--- src/rtl/rn_pkg.sv ---
package rn_pkg;
  localparam int unsigned ARCH_REGS_DEF = 8;
  localparam int unsigned PHYS_REGS_DEF = 16;
endpackage

--- src/rtl/rn_map_table.sv ---
module rn_map_table #(
  parameter int unsigned ARCH_REGS = 8,
  parameter int unsigned PHYS_REGS = 16,
  localparam int unsigned AW = $clog2(ARCH_REGS),
  localparam int unsigned PW = $clog2(PHYS_REGS)
) (
  input  logic          clk,
  input  logic          rst,
  input  logic [AW-1:0] rd_a,
  input  logic [AW-1:0] rd_b,
  output logic [PW-1:0] tag_a,
  output logic [PW-1:0] tag_b,
  input  logic          wr_en,
  input  logic [AW-1:0] wr_idx,
  input  logic [PW-1:0] wr_tag
);
  logic [PW-1:0] slot [ARCH_REGS];

  // reads see the state before this cycle's write
  assign tag_a = slot[rd_a];
  assign tag_b = slot[rd_b];

  always_ff @(posedge clk) begin
    if (rst) begin
      for (int i = 0; i < ARCH_REGS; i++) slot[i] <= PW'(i);
    end else if (wr_en) begin
      slot[wr_idx] <= wr_tag;
    end
  end
endmodule

--- src/rtl/rn_free_list.sv ---
module rn_free_list #(
  parameter int unsigned ARCH_REGS = 8,
  parameter int unsigned PHYS_REGS = 16,
  localparam int unsigned PW = $clog2(PHYS_REGS),
  localparam int unsigned CW = $clog2(PHYS_REGS + 1)
) (
  input  logic          clk,
  input  logic          rst,
  input  logic          pop,
  input  logic          push,
  input  logic [PW-1:0] push_tag,
  output logic [PW-1:0] head_tag,
  output logic [CW-1:0] count
);
  logic [PW-1:0] ring [PHYS_REGS];
  logic [PW-1:0] head, tail;

  function automatic logic [PW-1:0] bump(input logic [PW-1:0] p);
    return (p == PW'(PHYS_REGS - 1)) ? '0 : p + 1'b1;
  endfunction

  assign head_tag = ring[head];

  always_ff @(posedge clk) begin
    if (rst) begin
      for (int i = 0; i < PHYS_REGS; i++) ring[i] <= PW'((i + ARCH_REGS) % PHYS_REGS);
      head  <= '0;
      tail  <= PW'(PHYS_REGS - ARCH_REGS);
      count <= CW'(PHYS_REGS - ARCH_REGS);
    end else begin
      if (push) begin
        ring[tail] <= push_tag;
        tail       <= bump(tail);
      end
      if (pop) head <= bump(head);
      case ({push, pop})
        2'b10:   count <= count + 1'b1;
        2'b01:   count <= count - 1'b1;
        default: count <= count;
      endcase
    end
  end
endmodule

--- src/rtl/rename_unit.sv ---
module rename_unit #(
  parameter int unsigned ARCH_REGS = rn_pkg::ARCH_REGS_DEF,
  parameter int unsigned PHYS_REGS = rn_pkg::PHYS_REGS_DEF,
  localparam int unsigned AW = $clog2(ARCH_REGS),
  localparam int unsigned PW = $clog2(PHYS_REGS),
  localparam int unsigned CW = $clog2(PHYS_REGS + 1)
) (
  input  logic          clk,
  input  logic          rst,
  input  logic          req_valid,
  input  logic [AW-1:0] src_a,
  input  logic [AW-1:0] src_b,
  input  logic          dst_en,
  input  logic [AW-1:0] dst,
  input  logic          rel_valid,
  input  logic [PW-1:0] rel_tag,
  output logic          stall,
  output logic          out_valid,
  output logic [PW-1:0] out_src_a,
  output logic [PW-1:0] out_src_b,
  output logic          out_dst_en,
  output logic [PW-1:0] out_dst
);
  logic [CW-1:0] fl_count;
  logic [PW-1:0] fl_head, map_a, map_b;
  logic          fl_empty, accept, alloc;

  assign fl_empty = (fl_count == '0);
  assign stall    = req_valid && fl_empty;
  assign accept   = req_valid && !fl_empty;
  assign alloc    = accept && dst_en;

  rn_map_table #(.ARCH_REGS(ARCH_REGS), .PHYS_REGS(PHYS_REGS)) u_map (
    .clk(clk), .rst(rst),
    .rd_a(src_a), .rd_b(src_b), .tag_a(map_a), .tag_b(map_b),
    .wr_en(alloc), .wr_idx(dst), .wr_tag(fl_head)
  );

  rn_free_list #(.ARCH_REGS(ARCH_REGS), .PHYS_REGS(PHYS_REGS)) u_free (
    .clk(clk), .rst(rst),
    .pop(alloc), .push(rel_valid), .push_tag(rel_tag),
    .head_tag(fl_head), .count(fl_count)
  );

  always_ff @(posedge clk) begin
    if (rst) begin
      out_valid  <= 1'b0;
      out_src_a  <= '0;
      out_src_b  <= '0;
      out_dst_en <= 1'b0;
      out_dst    <= '0;
    end else begin
      out_valid <= accept;
      if (accept) begin
        out_src_a  <= map_a;
        out_src_b  <= map_b;
        out_dst_en <= dst_en;
        out_dst    <= dst_en ? fl_head : '0;
      end
    end
  end
endmodule

--- config.mk ---
export PLATFORM = sky130hd
export DESIGN_NAME = rename_unit
export DESIGN_NICKNAME = d
export VERILOG_FILES = /design/src/rtl/rn_pkg.sv /design/src/rtl/rn_map_table.sv /design/src/rtl/rn_free_list.sv /design/src/rtl/rename_unit.sv
export SDC_FILE = /design/constraint.sdc
export NUM_CORES = 1
export LEC_CHECK = 0
export ABC_AREA = 1
export BUFFER_PORTS_ARGS = -buffer_cell sky130_fd_sc_hd__buf_4
export CAP_MARGIN = 20
export CORE_MARGIN = 2
export CORE_UTILIZATION = 24
export DETAILED_ROUTE_END_ITERATION = 8
export HOLD_SLACK_MARGIN = 0.08
export PLACE_DENSITY = 0.42
export SYNTH_ARGS = -nofsm -noshare
export SYNTH_HDL_FRONTEND = slang
export SYNTH_HIERARCHICAL = 1
export SYNTH_SLANG_ARGS = --single-unit
--- constraint.sdc ---
create_clock -name clk -period 2.6 [get_ports clk]
set_clock_uncertainty 0.05 [all_clocks]
set_input_delay 0.13 -clock clk [delete_from_list [all_inputs] [get_ports clk]]
set_output_delay 0.13 -clock clk [all_outputs]
set_load 0.005 [all_outputs]
== Word level (Yosys, flattened, before mapping) ==
Memory sizes are Yosys's and may differ from the RTL's. A register that Yosys moved wholly into a read port is not among the register bits.
Cells that the tools add are included.

* Muxes and demuxes: 20
* Reductions and logical operators: 8
* Equality and inequality tests: 4
* Add/subtract/negate cells: 4

{| class="wikitable"
|+ Operators by type and width
! kind !! number
|-
| $mux W4 || 8
|-
| $mux W1 || 10
|-
| $pmux W5 S2 || 1
|-
| $add A4 B1 Y4 const B || 2
|-
| $eq A4 B4 Y1 const B || 2
|-
| $reduce_or A4 Y1 || 2
|-
| $add A5 B1 Y5 const B || 1
|-
| $logic_not A5 Y1 || 1
|-
| $sub A5 B1 Y5 const B || 1
|-
| $logic_and A1 B1 Y1 || 3
|-
| $mux W3 || 1
|-
| $eq A2 B1 Y1 const B || 1
|-
| $eq A2 B2 Y1 const B || 1
|-
| $reduce_bool A2 Y1 || 1
|-
| $logic_not A1 Y1 || 1
|}

* Register bits: 19
* Memories kept: 2
* RAM bits: 96
* Bits of input ports: 18
* Output and inout port bits: 15
* Word-level logic and storage cells: 44

{| class="wikitable"
|+ Memories
! name !! depth !! width !! read ports !! clocked after Yosys merged registers in !! write ports !! line !! text
|-
| u_free.ring || 16 || 4 || 1 || 1 || 16 || rn_free_list.sv:15 || <nowiki>logic [PW-1:0] ring [PHYS_REGS];</nowiki>
|-
| u_map.slot || 8 || 4 || 2 || 2 || 8 || rn_map_table.sv:17 || <nowiki>logic [PW-1:0] slot [ARCH_REGS];</nowiki>
|}

== Longest topological paths before layout ==
Gate-level depths: netlist of run 1.

* Word-level depth: 9
* Depth in mapped cells: 16
* Mapped depth without buffers: 15

== By module ==
Netlist of run 1, hierarchy kept.

{| class="wikitable"
|+ Modules (own cells, without submodules)
! module !! sequential area each (µm²) !! times used !! cells each !! area an instance (µm²)
|-
| rn_free_list || 2262.2 || 1 || 441 || 4001.3
|-
| rn_map_table || 960.9 || 1 || 283 || 2065.7
|-
| rename_unit || 280.3 || 1 || 84 || 643.1
|}

== Least setup slack after synthesis of run 1 ==
OpenSTA, ideal clock, no wires.

* Kind: register to register
* Start point: register u_free.count[2]
* End point: register u_free.count[4]
* Clock period less this slack: 2175 ps
* Library setup time: 110 ps
* Cell stages (with the launch flop): 16
* Required time: 2440 ps
* Arrival: 2015 ps
* Path slack: 425 ps
* Buffers on the path: 1
* Cells stage by stage: dfxtp_1 nor2_2 nand3_4 buf_6 nand3_1 inv_1 ha_1 xor2_1 ha_1 inv_1 nand2_1 nand4_1 nand3_1 nand2_1 inv_1 nor2_1

* Cells in the longest elaborated chain, start to end: 6
* Elaborated cells on any way between the ends: 10
* Classes of those cells: add/sub: 2; eq/ne: 2; mux: 1; reduce/logical: 5

{| class="wikitable"
|+ Ends and longest elaborated chain
! item !! line !! text
|-
| from (decl) || rn_free_list.sv:13 || <nowiki>output logic [CW-1:0] count</nowiki>
|-
| from (signal assigned) || rn_free_list.sv:29 || <nowiki>count <= CW'(PHYS_REGS - ARCH_REGS);</nowiki>
|-
| from (signal assigned) || rn_free_list.sv:37 || <nowiki>2'b10: count <= count + 1'b1;</nowiki>
|-
| from (signal assigned) || rn_free_list.sv:38 || <nowiki>2'b01: count <= count - 1'b1;</nowiki>
|-
| $logic_not A5 Y1 (*) || rename_unit.sv:28 || <nowiki>assign fl_empty = (fl_count == '0);</nowiki>
|-
| $logic_not A1 Y1 (*) || rename_unit.sv:30 || <nowiki>assign accept = req_valid && !fl_empty;</nowiki>
|-
| $logic_and A1 B1 Y1 (*) || rename_unit.sv:30 ||
|-
| $logic_and A1 B1 Y1 (*) || rename_unit.sv:31 || <nowiki>assign alloc = accept && dst_en;</nowiki>
|-
| named net alloc || rename_unit.sv:26 || <nowiki>logic fl_empty, accept, alloc;</nowiki>
|-
| $eq A2 B1 Y1 or $eq A2 B2 Y1 (tied branches) || rn_free_list.sv:36 || <nowiki>case ({push, pop})</nowiki>
|-
| $pmux W5 S2 or $reduce_bool A2 Y1 (tied branches) || -- ||
|}

The timed path passes the listed nets; every way through them passes the cells marked *.
A chain may end at the register's enable or synchronous reset.

== Final worst setup path of run 1 ==
* Start point: register u_free.count[1]
* End point: register u_free.count[4]

Same word-level chain as after synthesis.

==> results.md, run 1 <==
* Fin Setup TNS at 0 ns
* Row count at a little over 60
* Worst hold path type: in -> reg
* Clock transition at path regs at 0.06 ns
* Pwr/cell area at approximately 660 nW/um2
* Clk sinks at 127
* Root Buffer: clkbuf_16
* Maximum vdd drop at between 0.3 and 0.4 mV
* Htree depth at 4
* Largest net degree at the start of global routing at 65
* Die height at roughly 170 um
* Crit share post-route at 0.839
* Slew Limit Fails at 0
* First-pass GRT wire length at between 20,000 and 30,000 um
* Vias in the first global route at ~5,100
* Post-synthesis cell count at about 800
* Wirelength, routed at 16,900 um
* Met3 GRT Util at 0.0274
* R2r setup slk at between 0.4 and 0.5 ns
* CP endpoint kind: register
* Kind of start point of the critical path: register
* Critical path type: reg -> reg
* IO Pins at 33
* Final nets at 869
* Crit path DAT at between 2 and 2.5 ns
* ANT cells at 0
* Met1 usage at 0.152
* Fraction of registers with async set/reset at 0
* P_leak at between 3 and 4 nW
* Met2 Track Usage GR at 0.208
* Count of final hold-check violations at 0
* Cell Area, Synth at 6710 um2
* DRC at 0
* GRT Residual Overflow at 0
* GRT busiest layer: met2
* Seq/Total Area, Yosys at 0.522
* RSZ-0062 raised after global routing: no
* Util after Layout at 0.288
* Post-DP HPWL at ~12,000 um
* Overall Power at approximately 0.0052 W
* Total Routing Usage GR at 0.122
* Critical path data required time at 2.91 ns
* Initial Util at 0.243
* DR WL/cell at roughly 14 um
* Die Wd at between 150 and 200 um
* Vias at ~5,200
* Drt initial violations at between 200 and 300
* Synthesized Nets at around 830
* DR vias/cell at about 4.2
* Full die area at between 20,000 and 30,000 um2
* Crit-path max FO at 15
* Synth cell types at 29
* Clk Latency, worst-skew pair at between 0.4 and 0.5 ns
* Maximum clock frequency at 459 MHz
* IO Port Bufs at 32
* Setup violators final at 0
* Fillers at between 3,000 and 4,000
* Number of gates resized after cts at 0
* CTS tree: done
* Initial antenna violation count at 0
* Layout overhead on the synthesized area at 18.6%
* Share of cells above drive strength 1 at 0.148
* EDFF count, synth at 96
* Slew Limit Headroom at 0.501
* Ys flop type: edfxtp_1
* RePlAce Congestion at between 0.8 and 0.9
* Worst slew pin tran at 0.748 ns
* CTS buffer count at 17
* Post-Syn Area per Cell at 8.30 um2
* Clock buffer depth at 2
* Core area at 27,600 um2
* MaxCap Viol Count at 0
* Status: completed
* Number of synthesized register bits at about 130
* Post-DRT Antenna Nets at 0
* Fin crit period at ~2.2 ns
* First-pass DRT Iterations at 5
* Yosys warns at 6
[layout make-up]
class,count,area [um2],area share
tap,378,473,0.0594
inverter,132,503,0.0632
timing repair buffer,46,383,0.0481
multi-input combinational,519,2520,0.317
clock inverter,14,144,0.0181
sequential,127,3500,0.440
clock buffer,18,429,0.0539
[cells in the mapped netlist, types with 2 or more instances]
library cell    n  share of area
o21ai_0        24          0.018
nor2_1         80          0.045
o211ai_1       16          0.018
clkbuf_1        5         0.0028
nor2_2         23          0.021
inv_4           3         0.0028
edfxtp_1       96           0.43
nand2_4         4         0.0067
nor2_8          4          0.012
ha_1            8          0.015
nand2_1       232           0.13
a21oi_1        27          0.020
dfxtp_1        31          0.092
inv_1         113          0.063
inv_2          16         0.0090
buf_4           2         0.0022
nor2_4          6          0.010
buf_6           6          0.010
nand3b_1        9          0.010
buf_1           2         0.0011
nand4_1         2         0.0019
xor2_1          3         0.0039
buf_2          15          0.011
nand2_2         2         0.0019
nand3_1        75          0.056
[placed cells by master (no fill, tap or decap)]
cell type,instances
clkinvlp_4,4
buf_4,35
bufinv_16,2
nand4_1,2
clkinv_1,1
nor2_8,4
ha_1,8
clkbuf_16,17
buf_12,1
clkinv_4,3
dfxtp_1,30
xor2_1,3
a21oi_1,27
nand3_4,1
nor2_4,6
nor3_1,1
nand3b_1,9
a211oi_1,1
nand2_2,2
clkbuf_1,1
o21ai_0,24
a22oi_2,1
nand3_1,75
o211ai_1,16
nand2_1,232
dlygate4sd3_1,10
inv_6,1
clkinv_2,3
nor2_2,23
inv_2,16
inv_4,3
nor2_1,80
inv_1,113
dfxtp_2,1
nand2_4,4
edfxtp_1,96
[kinds of logic (layout without fill, tap and decap cells)]
group,Yosys count,count (layout),share of synthesized area
AOI/OAI and AO/OA,69,69,0.0589
xor gates and xnor gates,3,3,0.00392
adders and majority gates,8,8,0.0149
buffers and inverters,162,210,0.102
DFF,127,127,0.522
and+or+nand+nor,439,439,0.298
[registers in the layout, indices dropped and copies added, names as in the netlist, named ones only]
register,cells
u_free/head,4
out_src_a,4
out_src_b,4
out_dst_en,1
u_free/tail,4
out_dst,4
out_valid,1
u_free/ring,64
u_map/slot,32
u_free/count,5
[final timing paths]
| path | end | depth (start not counted) | start |
|---|---|---|---|
| hold / removal | out_src_b[0]$_SDFFE_PP0P_ | 6 | src_b[2] |
| setup reg to reg | u_free/count[4]$_SDFFE_PP0P_ | 15 | u_free/count[1]$_SDFFE_PP0P_ |
| hold reg to reg | out_src_a[3]$_SDFFE_PP0P_ | 2 | out_src_a[3]$_SDFFE_PP0P_ |
| setup / recovery | u_free/count[4]$_SDFFE_PP0P_ | 15 | u_free/count[1]$_SDFFE_PP0P_ |
[where the power goes]
part / total (W) / switching [W] / internal, W
Sequential: 0.00230 / 0.0000472 / 0.00226
Combinational: 0.000619 / 0.000412 / 0.000207
Clock: 0.00232 / 0.000917 / 0.00141
[layer usage]
| layer | vias up | routed length, um |
|---|---|---|
| met5 | - | 0 |
| met4 | 0 | 154 |
| met3 | 9 | 554 |
| met2 | 75 | 8170 |
| met1 | 2442 | 7970 |
| li1 | 2640 | - |
[repair_timing]
action / 4_1_cts / 5_1_grt
hold buffers: 10 / 0
setup buffers: 0 / 0
hold endpoints to repair: 25 / 0
setup endpoints to repair: 0 / 0
[through the flow]
stage,std cells,hold WS [ns],cell area [um2],worst slack [ns]
5_1_grt,1234,0.182,7960,0.147
6_report,1234,0.129,7960,0.420
2_1_floorplan,808,0.149,6710,0.425
3_5_place_dp,1192,0.323,7280,0.421
3_3_place_gp,1192,0.328,7280,0.433
4_1_cts,1234,0.127,7960,0.400
[worst max-delay path, cell delays in order, from the launching register on]
cell	delay [ns]
dfxtp_1	0.34
nor2_2	0.16
nand3_4	0.18
nand3_1	0.15
inv_1	0.07
ha_1	0.26
xor2_1	0.20
ha_1	0.17
inv_1	0.03
nand2_1	0.10
nand3_1	0.09
nand2_1	0.08
nand3_1	0.07
nand2_1	0.06
inv_1	0.03
nor2_1	0.08
Power figures use the tool's default switching activity.
==> inputs of run 2 (changes only) <==
--- a/config.mk
+++ b/config.mk
@@ -12,7 +12,7 @@
 export CORE_UTILIZATION = 24
 export DETAILED_ROUTE_END_ITERATION = 8
 export HOLD_SLACK_MARGIN = 0.08
-export PLACE_DENSITY = 0.42
+export PLACE_DENSITY = 0.43
 export SYNTH_ARGS = -nofsm -noshare
 export SYNTH_HDL_FRONTEND = slang
 export SYNTH_HIERARCHICAL = 1
==> constraint.sdc (replaced) <==
create_clock -name clk -period 1.9 [get_ports clk]
set_clock_uncertainty 0.05 [all_clocks]
set_input_delay 0.095 -clock clk [delete_from_list [all_inputs] [get_ports clk]]
set_output_delay 0.095 -clock clk [all_outputs]
set_load 0.005 [all_outputs]
==> run 2 against run 1 <==
Net effect: setup slack got worse by 0.41 ns; sequential cell count did not move; first-iteration DRC count rose by 5.4%; critical path type unchanged.
==> results.md, run 2 (synthesis results as in run 1) <==
* Area after DPL at around 7600 um2
* RSZ-0062 raised after global routing: yes
* Post-DRT Antenna Nets at 0
* Pwr/cell area at approximately 870 nW/um2
* CTS buffer count at 17
* CP endpoint kind: register
* Slew Limit Fails at 0
* Fin crit period at 1.89 ns
* Status: completed
* Drt initial violations at between 200 and 300
* Fin Setup TNS at 0 ns
* Maximum clock frequency at roughly 530 MHz
* Clock Power Share at 0.427
* Vias in the first global route at roughly 5,300
* P_leak at between 3 and 4 nW
* Final Non-Filler Cells at 1,263
* Cell mode on critical path: nand3_4
* Largest registers: u_free/ring: 64 flops, u_map/slot: 32 flops, u_free/count: 5 flops
* Clk Latency, worst-skew pair at approximately 0.42 ns
* Clk sinks at between 100 and 150
* Clock transition at path regs at around 0.060 ns
* Post-DP HPWL at around 12,000 um
* Worst slew pin tran at between 0.6 and 0.7 ns
* Crit path DAT at 2.15 ns
* Max reg flops at 64
* Row count at just over 60
* Wirelength, routed at approximately 17,000 um
* Initial Util at 0.243
* Multi-input gate area at ~2600 um2
* Critical-path top delay cell: dfxtp_4
* Core area at around 28,000 um2
* CP cell instances: nor2_4 > nand3_4 > nand3_4 > inv_6 > ha_4 > xor2_2 > ha_2 > inv_2 > nand2_4 > buf_6 > xor2_1 > o21ai_1 > inv_1
* Die Wd at 171 um
* Die height at approximately 170 um
* Commonest non-fill, non-tap cells in the layout: nand2_1 (227), inv_1 (110), edfxtp_1 (96)
* Maximum vdd drop at 0.381 mV
* Placed Instances at ~1,200
* NetSw at between 0.0015 and 0.002 W
* Largest net degree at the start of global routing at 33
* Root Buffer: clkbuf_16
* Hold_ws at 0.118 ns
* Reg with most FFs: u_free/ring
* MaxCap Viol Count at 0
* GRT Residual Overflow at 0
* Crit-path max FO at 5
* Fillers at 3,029
* RePlAce Congestion at just over 0.8
* Vias at 5,279
* Clock buffer depth at 2
* Count of final hold-check violations at 0
* DRC at 0
* Flop pwr share at 0.434
* Most common cell after layout, fill and taps aside: nand2_1
* Pint at roughly 0.0053 W
* CTS tree: done
* Critical path type: reg -> reg
* Critical path data required time at around 2.2 ns
* Layout overhead on the synthesized area at 24.3%
* Fin area at about 8300 um2
* Critical Path Max Stage Delay at between 0.3 and 0.4 ns
* Kind of start point of the critical path: register
* Htree depth at 4
* Crit share post-route at 0.993
* DR vias/cell at ~4.2
* Total Routing Usage GR at 0.121
* Register Area at around 3500 um2
* R2r setup slk at about 0.014 ns
* ANT cells at 0
* IO Pins at 33
* Util after Layout at 0.302
* Final nets at around 900
* First-pass DRT Iterations at 4
* Full die area at approximately 29,000 um2
* Worst hold path type: in -> reg
* Switching Share at 0.271
* Initial antenna violation count at 0
* Share of cells above drive strength 1 at 0.201
* Slew Limit Headroom at 0.582
* IO Port Bufs at 32
* Part of the power in combinational logic at 0.139
* CP bufs+invs at 4
* Critical path's top delay family: flip-flops
* DR WL/cell at approximately 13 um
* Setup violators final at 0
* First-pass GRT wire length at about 27,000 um
run 2: cell types whose count changed in the layout (fill, tap and decap cells not counted), sizes merged:
cell	before	now
buf	36	65
inv	133	136
bufinv	2	1
clkinv	7	6
clkbuf	18	17
run 2: cell type report:
| class | instances | share of cell area |
|---|---|---|
| repair buffers | 75 | 0.0815 |
| flip-flops and latches | 127 | 0.422 |
| well taps | 378 | 0.0567 |
| inverters | 132 | 0.0609 |
| multi-input cells | 519 | 0.311 |
| clock buffers | 17 | 0.0510 |
| clock inverters | 15 | 0.0164 |
run 2: final timing paths:
check | from | to | depth (start not counted)
setup reg to reg | u_free/count[3]$_SDFFE_PP1P_ | u_free/count[2]$_SDFFE_PP0P_ | 13
hold / removal | rel_tag[3] | u_free/ring[5][3]$_SDFFCE_PN1P_ | 4
hold reg to reg | out_src_a[3]$_SDFFE_PP0P_ | out_src_a[3]$_SDFFE_PP0P_ | 2
setup / recovery | u_free/count[3]$_SDFFE_PP1P_ | u_free/count[2]$_SDFFE_PP0P_ | 13
run 2: tightest hold or removal path, stage by stage:
cell     delay, ns
buf_4         0.07
inv_1         0.03
buf_4         0.20
nand2_1       0.09
run 2: per-layer routing:
metal  vias up  track usage  share of wire
met5         -            0              0
met4         0       0.0328         0.0072
met3         9       0.0274          0.032
met2        79        0.209           0.49
met1      2488        0.152           0.47
li1       2703            -              -
run 2: power by group through the flow:
stage / logic (W) / clock network [W] / registers (W)
final: 0.00101 / 0.00311 / 0.00315
after global routing: 0.00113 / 0.00331 / 0.00317
after CTS: 0.00101 / 0.00321 / 0.00315
after detailed placement: 0.000983 / 0 / 0.00321
after global placement: 0.000991 / 0 / 0.00321
after floorplan: 0.000591 / 0 / 0.00321
run 2: what timing repair did:
| item | in CTS | in global routing |
|---|---|---|
| endpoints found under the setup margin | 0 | 32 |
| setup buffers | 0 | 2 |
| resized for setup | 0 | 16 |
| hold buffers | 10 | 0 |
| endpoints found under the hold margin | 21 | 0 |
run 2: metrics by stage:
step | worst slack, ns | power [W]
global route | -0.0925 | 0.00761
finish | 0.0138 | 0.00728
floorplan | -0.0258 | 0.00380
detailed placement | 0.0516 | 0.00420
CTS | 0.0385 | 0.00737
global placement | 0.0799 | 0.00420
==> inputs of run 3 (changes only) <==
--- a/config.mk
+++ b/config.mk
@@ -12,6 +12,7 @@
 export CORE_UTILIZATION = 24
 export DETAILED_ROUTE_END_ITERATION = 8
 export HOLD_SLACK_MARGIN = 0.08
+export MAX_ROUTING_LAYER = met4
 export PLACE_DENSITY = 0.43
 export SYNTH_ARGS = -nofsm -noshare
 export SYNTH_HDL_FRONTEND = slang
==> run 3 against run 2 <==
Net effect: via count up 0.13%; highest routed layer unchanged; non-clock buffer count stayed put; setup slack about the same.
==> results.md, run 3 (synthesis results as in run 1) <==
* Clk Latency, worst-skew pair at 0.42 ns
* ANT cells at 0
* Die height at ~170 um
* Htree depth at 4
* Worst slew pin tran at between 0.6 and 0.7 ns
* Max reg flops at 64
* Commonest non-fill, non-tap cells in the layout: nand2_1 (227), inv_1 (110), edfxtp_1 (96)
* Maximum clock frequency at roughly 530 MHz
* Slew Limit Headroom at 0.589
* First-pass GRT wire length at approximately 27,000 um
* DRC at 0
* CTS buffer count at 17
* Initial antenna violation count at 0
* Pwr/cell area at just under 900 nW/um2
* Multi-input gate area at approximately 2600 um2
* Most common cell after layout, fill and taps aside: nand2_1
* Final Non-Filler Cells at between 1,000 and 1,500
* Post-DRT Antenna Nets at 0
* Vias in the first global route at ~5,200
* Drt initial violations at between 200 and 300
* Largest net degree at the start of global routing at 33
* IO Port Bufs at 32
* Critical path data required time at roughly 2.2 ns
* RSZ-0062 raised after global routing: yes
* Reg with most FFs: u_free/ring
* Maximum vdd drop at around 0.38 mV
* Row count at between 60 and 70
* GRT Residual Overflow at 0
* Fin crit period at 1.89 ns
* Worst hold path type: in -> reg
* Kind of start point of the critical path: register
* Crit-path max FO at 5
* Root Buffer: clkbuf_16
* Clock buffer depth at 2
* Final nets at around 900
* Vias at 5,286
* P_leak at roughly 3.6 nW
* Die Wd at ~170 um
* Slew Limit Fails at 0
* Full die area at 29,300 um2
* Setup violators final at 0
* MaxCap Viol Count at 0
* Fin Setup TNS at 0 ns
* CTS tree: done
* Core area at ~28,000 um2
* Post-DP HPWL at 12,200 um
* CP endpoint kind: register
* Count of final hold-check violations at 0
* Status: completed
* Clk sinks at 127
* Share of cells above drive strength 1 at 0.201
* Crit path DAT at around 2.2 ns
* First-pass DRT Iterations at 5
* Wirelength, routed at roughly 17,000 um
* Total Routing Usage GR at 0.125
* Crit share post-route at 0.993
* Layout overhead on the synthesized area at 24.3%
* Register Area at 3520 um2
* DR WL/cell at about 13 um
* Largest registers: u_free/ring: 64 flops, u_map/slot: 32 flops, u_free/count: 5 flops
* IO Pins at 33
* Clock transition at path regs at about 0.060 ns
* Fillers at 3,029
* RePlAce Congestion at a little over 0.8
* Initial Util at 0.243
* Placed Instances at roughly 1,200
* DR vias/cell at between 4 and 5
* Critical path type: reg -> reg
==> run 3: cell counts in the layout (fill, tap and decap cells not counted) <==
No cell type changed its count.
==> run 3: per-stage QoR <==
step | area [um2] | setup slack [ns] | util | hold slack, ns | total power, W
final | 8340 | 0.0136 | 0.302 | 0.118 | 0.00727
after global placement | 7630 | 0.0799 | 0.276 | 0.281 | 0.00420
after CTS | 8290 | 0.0385 | 0.300 | 0.108 | 0.00737
after floorplan | 6780 | -0.0258 | - | 0.114 | 0.00380
after global routing | 8340 | -0.0925 | 0.302 | 0.116 | 0.00761
after detailed placement | 7630 | 0.0516 | 0.276 | 0.283 | 0.00420
==> run 3: cell type report <==
class / instances / share of cell area
clock buffers: 17 / 0.0510
clock inverters: 15 / 0.0164
inverters: 132 / 0.0609
multi-input cells: 519 / 0.311
flip-flops and latches: 127 / 0.422
well taps: 378 / 0.0567
repair buffers: 75 / 0.0815
==> run 3: per-layer routing <==
| metal | wire (um) | global-route usage | vias to the layer above |
|---|---|---|---|
| met5 | 0 | - | - |
| met4 | 157 | 0.0339 | 0 |
| met3 | 709 | 0.0267 | 14 |
| met2 | 8190 | 0.208 | 102 |
| met1 | 7860 | 0.153 | 2467 |
| li1 | - | - | 2703 |
==> run 3: final timing paths <==
check | start | to | slack, ns | cells past startpoint
max | u_free/count[3]$_SDFFE_PP1P_ | u_free/count[2]$_SDFFE_PP0P_ | 0.01 | 13
min | rel_tag[3] | u_free/ring[5][3]$_SDFFCE_PN1P_ | 0.12 | 4
max reg2reg | u_free/count[3]$_SDFFE_PP1P_ | u_free/count[2]$_SDFFE_PP0P_ | 0.01 | 13
min reg2reg | out_src_a[3]$_SDFFE_PP0P_ | out_src_a[3]$_SDFFE_PP0P_ | 0.44 | 2
==> run 3: report_power, final <==
group | internal [W] | total (W) | leakage [nW] | switching, W
clock | 0.00181 | 0.00311 | 0.266 | 0.00130
combinational | 0.000405 | 0.00101 | 2.23 | 0.000608
sequential | 0.00309 | 0.00315 | 1.10 | 0.0000618
total | 0.00531 | 0.00727 | 3.60 | 0.00196
==> run 3: what timing repair did <==
action	CTS	global route
endpoints found under the setup margin	0	32
hold buffers	10	0
gates resized for setup	0	16
endpoints found under the hold margin	21	0
buffers inserted	0	2
==> run 3: critical path, stage by stage (launching register included) <==
cell and delay [ns]:
dfxtp_4 0.36, nor2_4 0.12, nand3_4 0.09, nand3_4 0.09, inv_6 0.04, ha_4 0.17, xor2_2 0.15, ha_2 0.17
inv_2 0.07, nand2_4 0.06, buf_6 0.11, xor2_1 0.15, o21ai_1 0.13, inv_1 0.04
